<file path="src/rtl/pack_load_table.sv">
module pack_load_table #(
  parameter int NUM_DRIVES = 8,
  parameter int NUM_SLOTS  = 2,
  parameter int BLK_W      = 24,
  localparam int DRV_W     = $clog2(NUM_DRIVES),
  localparam int SLOT_W    = (NUM_SLOTS > 1) ? $clog2(NUM_SLOTS) : 1
) (
  input  logic                        clk,
  input  logic                        rst_n,
  input  logic [NUM_DRIVES-1:0]       init_loaded,
  input  logic [NUM_DRIVES*SLOT_W-1:0] init_card,
  input  logic [NUM_DRIVES*BLK_W-1:0] init_start,
  input  logic [NUM_DRIVES*BLK_W-1:0] init_size,
  input  logic [NUM_SLOTS-1:0]        init_present,
  input  logic [NUM_SLOTS-1:0]        slot_insert,
  input  logic [NUM_SLOTS-1:0]        slot_remove,
  input  logic                        cmd_valid,
  input  logic                        cmd_unload,
  input  logic [DRV_W-1:0]            cmd_drive,
  input  logic [SLOT_W-1:0]           cmd_card,
  input  logic [BLK_W-1:0]            cmd_start,
  input  logic [BLK_W-1:0]            cmd_size,
  output logic                        cmd_err,
  input  logic                        lk_valid,
  input  logic [DRV_W-1:0]            lk_drive,
  input  logic [BLK_W-1:0]            lk_block,
  output logic                        lk_done,
  output logic                        lk_nl_fault,
  output logic                        lk_range_fault,
  output logic [SLOT_W-1:0]           lk_card,
  output logic [BLK_W-1:0]            lk_addr,
  output logic [NUM_DRIVES-1:0]       drive_ready
);

  localparam int SLOT_SPAN = 1 << SLOT_W;

  logic [NUM_DRIVES-1:0] loaded;
  logic [SLOT_W-1:0]     card_q  [NUM_DRIVES];
  logic [BLK_W-1:0]      start_q [NUM_DRIVES];
  logic [BLK_W-1:0]      size_q  [NUM_DRIVES];
  logic [NUM_SLOTS-1:0]  present;
  logic [NUM_SLOTS-1:0]  present_nxt;
  logic [SLOT_SPAN-1:0]  pres_pad, rem_pad, ipres_pad;

  assign present_nxt = (present | slot_insert) & ~slot_remove;
  assign pres_pad    = SLOT_SPAN'(present_nxt);
  assign rem_pad     = SLOT_SPAN'(slot_remove);
  assign ipres_pad   = SLOT_SPAN'(init_present);

  wire load_req = cmd_valid & ~cmd_unload;
  wire load_go  = load_req & pres_pad[cmd_card];
  wire drop_req = cmd_valid & cmd_unload;

  always_ff @(posedge clk) begin
    if (!rst_n) present <= init_present;
    else        present <= present_nxt;
  end

  always_ff @(posedge clk) begin
    if (!rst_n) begin
      for (int d = 0; d < NUM_DRIVES; d++) begin
        card_q[d]  <= init_card[d*SLOT_W +: SLOT_W];
        start_q[d] <= init_start[d*BLK_W +: BLK_W];
        size_q[d]  <= init_size[d*BLK_W +: BLK_W];
        loaded[d]  <= init_loaded[d] & ipres_pad[init_card[d*SLOT_W +: SLOT_W]];
      end
    end else begin
      for (int d = 0; d < NUM_DRIVES; d++) begin
        if (load_go && cmd_drive == DRV_W'(d)) begin
          loaded[d]  <= 1'b1;
          card_q[d]  <= cmd_card;
          start_q[d] <= cmd_start;
          size_q[d]  <= cmd_size;
        end else if ((drop_req && cmd_drive == DRV_W'(d)) || rem_pad[card_q[d]]) begin
          loaded[d]  <= 1'b0;
        end
      end
    end
  end

  wire [SLOT_W-1:0] lk_c    = card_q[lk_drive];
  wire              lk_live = loaded[lk_drive] & ~rem_pad[lk_c];
  wire              lk_inr  = lk_block < size_q[lk_drive];
  wire              lk_ok   = lk_valid & lk_live & lk_inr;

  always_ff @(posedge clk) begin
    if (!rst_n) begin
      lk_done        <= 1'b0;
      lk_nl_fault    <= 1'b0;
      lk_range_fault <= 1'b0;
      lk_card        <= '0;
      lk_addr        <= '0;
      cmd_err        <= 1'b0;
    end else begin
      lk_done        <= lk_valid;
      lk_nl_fault    <= lk_valid & ~lk_live;
      lk_range_fault <= lk_valid & lk_live & ~lk_inr;
      lk_card        <= lk_ok ? lk_c : '0;
      lk_addr        <= lk_ok ? start_q[lk_drive] + lk_block : '0;
      cmd_err        <= load_req & ~pres_pad[cmd_card];
    end
  end

  assign drive_ready = loaded;

endmodule

</file>
<file path="config.mk">
export PLATFORM = sky130hd
export DESIGN_NAME = pack_load_table
export DESIGN_NICKNAME = d
export VERILOG_FILES = /design/src/rtl/pack_load_table.sv
export SDC_FILE = /design/constraint.sdc
export NUM_CORES = 1
export LEC_CHECK = 0
export BUFFER_PORTS_ARGS = -buffer_cell sky130_fd_sc_hd__buf_2
export CAP_MARGIN = 20
export CELL_PAD_IN_SITES_DETAIL_PLACEMENT = 0
export CELL_PAD_IN_SITES_GLOBAL_PLACEMENT = 2
export CORE_MARGIN = 2
export CORE_UTILIZATION = 25
export CTS_BUF_LIST = sky130_fd_sc_hd__clkbuf_16
export DETAILED_ROUTE_END_ITERATION = 12
export PLACE_DENSITY_LB_ADDON = 0.15
export SYNTH_ARGS = -nofsm -noshare
export SYNTH_HDL_FRONTEND = slang
export SYNTH_SLANG_ARGS = --single-unit
</file>
<file path="constraint.sdc">
create_clock -name clk -period 12.6 [get_ports clk]
set_input_delay 0.63 -clock clk [delete_from_list [all_inputs] [get_ports clk]]
set_output_delay 0.63 -clock clk [all_outputs]
set_load 0.02 [all_outputs]
</file>
==> impl_results.md <==
- Peak VDD IR: approximately 91 uV
- RSZ-0062 raised after global routing: no
- Fin Setup TNS: 0 ns
- Met2 usage: 0.3472
- FP Rows: 110
- Worst slew pin tran: 1.098 ns
- Die Y-Extent: approximately 310 um
- Critical path peak fanout: 44
- Post-Synth Adder-Cell Area: 0.02620
- Met3 usage: 0.03661
- Maximum Capacitance Violations: 0
- CTS tree: done
- Dpl cell area: approximately 0.027 mm2
- Syn Area/Cell: 14.85 um2
- Clk slew on worst S/H paths: 0.06 ns
- Port Buf Inserts: about 530
- Leakage: 11.53 nW
- Tmin final: 4.379 ns
- Grt ovf: 0
- Commonest non-fill, non-tap cell in the layout: buf_2
- Global-route wire length before repair: around 130,000 um
- Pin count of the biggest net entering global routing: 67
- Hold crit path type: in2reg
- Fin Hold WS: approximately 0.32 ns
- Syn Inst Count: around 1,500
- GPL Wtd Cong: between 0.7 and 0.8
- Crit path required time: 13.13 ns
- Clk sinks: between 400 and 500
- Synth Cell Area: approximately 0.023 mm2
- Post-route ant nets: 0
- Seq/Total Area, Yosys: 0.5557
- Layout Cells excl Fill: roughly 3,300
- Setup-failing EPs final: 0
- GRT Total Usage: 0.1978
- Gr busiest metal: met2
- Outcome: finished, final reports clean
- Die outline area: a little over 0.09 mm2
- Post-synth EDFFs: 400
- CTS buffer count: just over 50
- Final Hold Viols: 0
- Starting Density: 0.2525
- Worst Skew: between 0.015 and 0.02 ns
- Ratio of final minimum period to clock period: 0.3475
- Post-synth ARST share: 0
- Fillers: roughly 9,000
- Post-CTS setup buffer count: 0
- Largest family of logic cells by synthesized area: multiplexers
- Synth warnings: 0
- Share of cells above drive strength 1: 0.4714
- Core area: between 0.09 and 0.1 mm2
- Synth Flop Type: edfxtp_1
- Slew Limit Fails: 0
- First-pass iteration count of the detailed router: 5
- Post-Place Cells: around 3,200
- Post-CTS Hold Buffers: 0
- # DRC: 0
- Syn Nets: approximately 2,100
- Critical path type: in2reg
- Drt wl/cell: between 20 and 30 um
- Die X: ~310 um
- Synth Area in Compound Gates: 0.05549
- Setup crit end kind: flop
- Layout Nets: 2,591
- Number of distinct library cells after synthesis: between 60 and 70
- Critical path launch point type: input port
- Vias in the first global route: about 17,000
- Synth Area in Simple Gates: 0.03732
- Clock root buffer: clkbuf_16
- Clk buf depth: 3
- Power, Total: around 3.7 mW
- Xor/xnor share of the synthesized area: 0.004624
- Most frequent cells in the layout: buf_2 (522), edfxtp_1 (400), mux2_2 (183)
- Num ports: 527
- H-tree level count: 2
- Final Instance Area: ~0.028 mm2
- Number of synthesized register bits: around 430
- Worst skew pair latency: 0.59 ns
- Multiplexer area fraction after synthesis: 0.2834
- Routed WL: between 90,000 and 100,000 um
- Met1 Usage GRT: 0.2483
- Area grow syn2layout: 25.01%
- Maximum clock rate: about 230 MHz
- PwrDens: about 130 mW/mm2
- Initial antenna violation count: 14
- Max transition margin: 0.2682
- CTS resizes: 0
- Dpl hpwl: approximately 67,000 um
- DRT iter0 DRCs: just over 1,000
- Data arrival, critical path: between 4 and 5 ns
- Vias: ~15,000
- Vias per cell: about 4.7
-- cell families (layout without fill, tap and decap cells) --
logic type | count (synthesis) | count (layout)
AOI/OAI and AO/OA | 210 | 210
xor gates and xnor gates | 12 | 12
adders and majority gates | 47 | 47
buffers and inverters | 194 | 759
DFF | 431 | 431
muxes | 460 | 460
other | 0 | 4
and+or+nand+nor | 177 | 177
-- synth_stat cells (all sizes together) (2+ instances only) --
| master | number | share of area |
|---|---|---|
| a211o | 4 | 0.0015 |
| a211oi | 9 | 0.0036 |
| a21bo | 2 | 0.00088 |
| a21o | 14 | 0.0046 |
| a21oi | 23 | 0.0051 |
| a221o | 2 | 0.00088 |
| a31o | 3 | 0.0012 |
| a31oi | 2 | 0.00055 |
| and2 | 2 | 0.00055 |
| and3 | 5 | 0.0014 |
| and4 | 2 | 0.00077 |
| buf | 56 | 0.014 |
| clkbuf | 29 | 0.0048 |
| dfxtp | 31 | 0.027 |
| edfxtp | 400 | 0.53 |
| ha | 46 | 0.025 |
| inv | 109 | 0.018 |
| mux2 | 321 | 0.17 |
| mux2i | 39 | 0.017 |
| mux4 | 100 | 0.099 |
| nand2 | 73 | 0.012 |
| nand2b | 10 | 0.0029 |
| nand3 | 10 | 0.0022 |
| nand3b | 3 | 0.00099 |
| nand4 | 7 | 0.0019 |
| nor2 | 36 | 0.0063 |
| nor2b | 5 | 0.0014 |
| nor3 | 10 | 0.0022 |
| nor3b | 3 | 0.0012 |
| o211ai | 5 | 0.0019 |
| o21a | 6 | 0.0020 |
| o21ai | 125 | 0.028 |
| o21bai | 3 | 0.00099 |
| o221ai | 2 | 0.00077 |
| o31ai | 4 | 0.0015 |
| or2 | 4 | 0.0011 |
| or3 | 3 | 0.00083 |
| xnor2 | 6 | 0.0023 |
| xor2 | 6 | 0.0023 |
-- per-stage QoR --
stage | setup slack [ns] | util
CTS | 8.089 | 0.3156
floorplan | 7.039 | -
finish | 8.221 | 0.3157
detailed placement | 7.448 | 0.2974
global placement | 7.592 | 0.2971
global route | 7.823 | 0.3157
-- sequential cells by signal, indices dropped and copies added (netlist names) --
register	count
card_q	8
cmd_err	1
drive_ready	8
lk_addr	24
lk_card	1
lk_done	1
lk_nl_fault	1
lk_range_fault	1
present	2
size_q	192
start_q	192
-- worst paths after layout --
check | cells past startpoint | slack (ns) | from | end
max | 12 | 8.22 | lk_drive[0] | lk_addr[22]
min | 2 | 0.32 | init_start[42] | start_q[1][18]
max reg2reg | 11 | 8.78 | start_q[7][0] | lk_addr[22]
min reg2reg | 2 | 0.54 | present[0] | present[0]
-- where the power goes --
group,internal [mW],switching [mW],total (mW),leakage [nW]
logic,0.248,0.321,0.569,6.48
registers,1.66,0.0258,1.69,4.19
clock network,0.848,0.615,1.46,0.855
total,2.76,0.962,3.72,11.5
-- final cells by class --
type	instances	area, um2	share of cell area
flip-flops and latches	431	12630	0.4446
multi-input cells	906	9364	0.3295
clock inverters	43	334.1	0.01176
clock buffers	52	1301	0.04579
inverters	109	411.6	0.01449
well taps	1176	1471	0.05178
repair buffers	555	2890	0.1017
diodes	4	10.01	0.0003523
-- metal layers --
metal,routed length [um],share of wire
met1,39500,0.42
met2,47810,0.51
met3,4652,0.049
met4,2250,0.024
met5,90,0.00095
-- worst max-delay path, cell delays in order --
cell and delay (ns):
clkbuf_8 0.52, buf_4 0.63, mux4_2 0.57, mux2_2 0.29, ha_1 0.35, a21o_1 0.24, a211oi_2 0.26, nand4bb_1 0.20
a221o_1 0.46, a211o_1 0.34, o21ai_2 0.15, mux2i_1 0.18
Power figures use the tool's default switching activity.
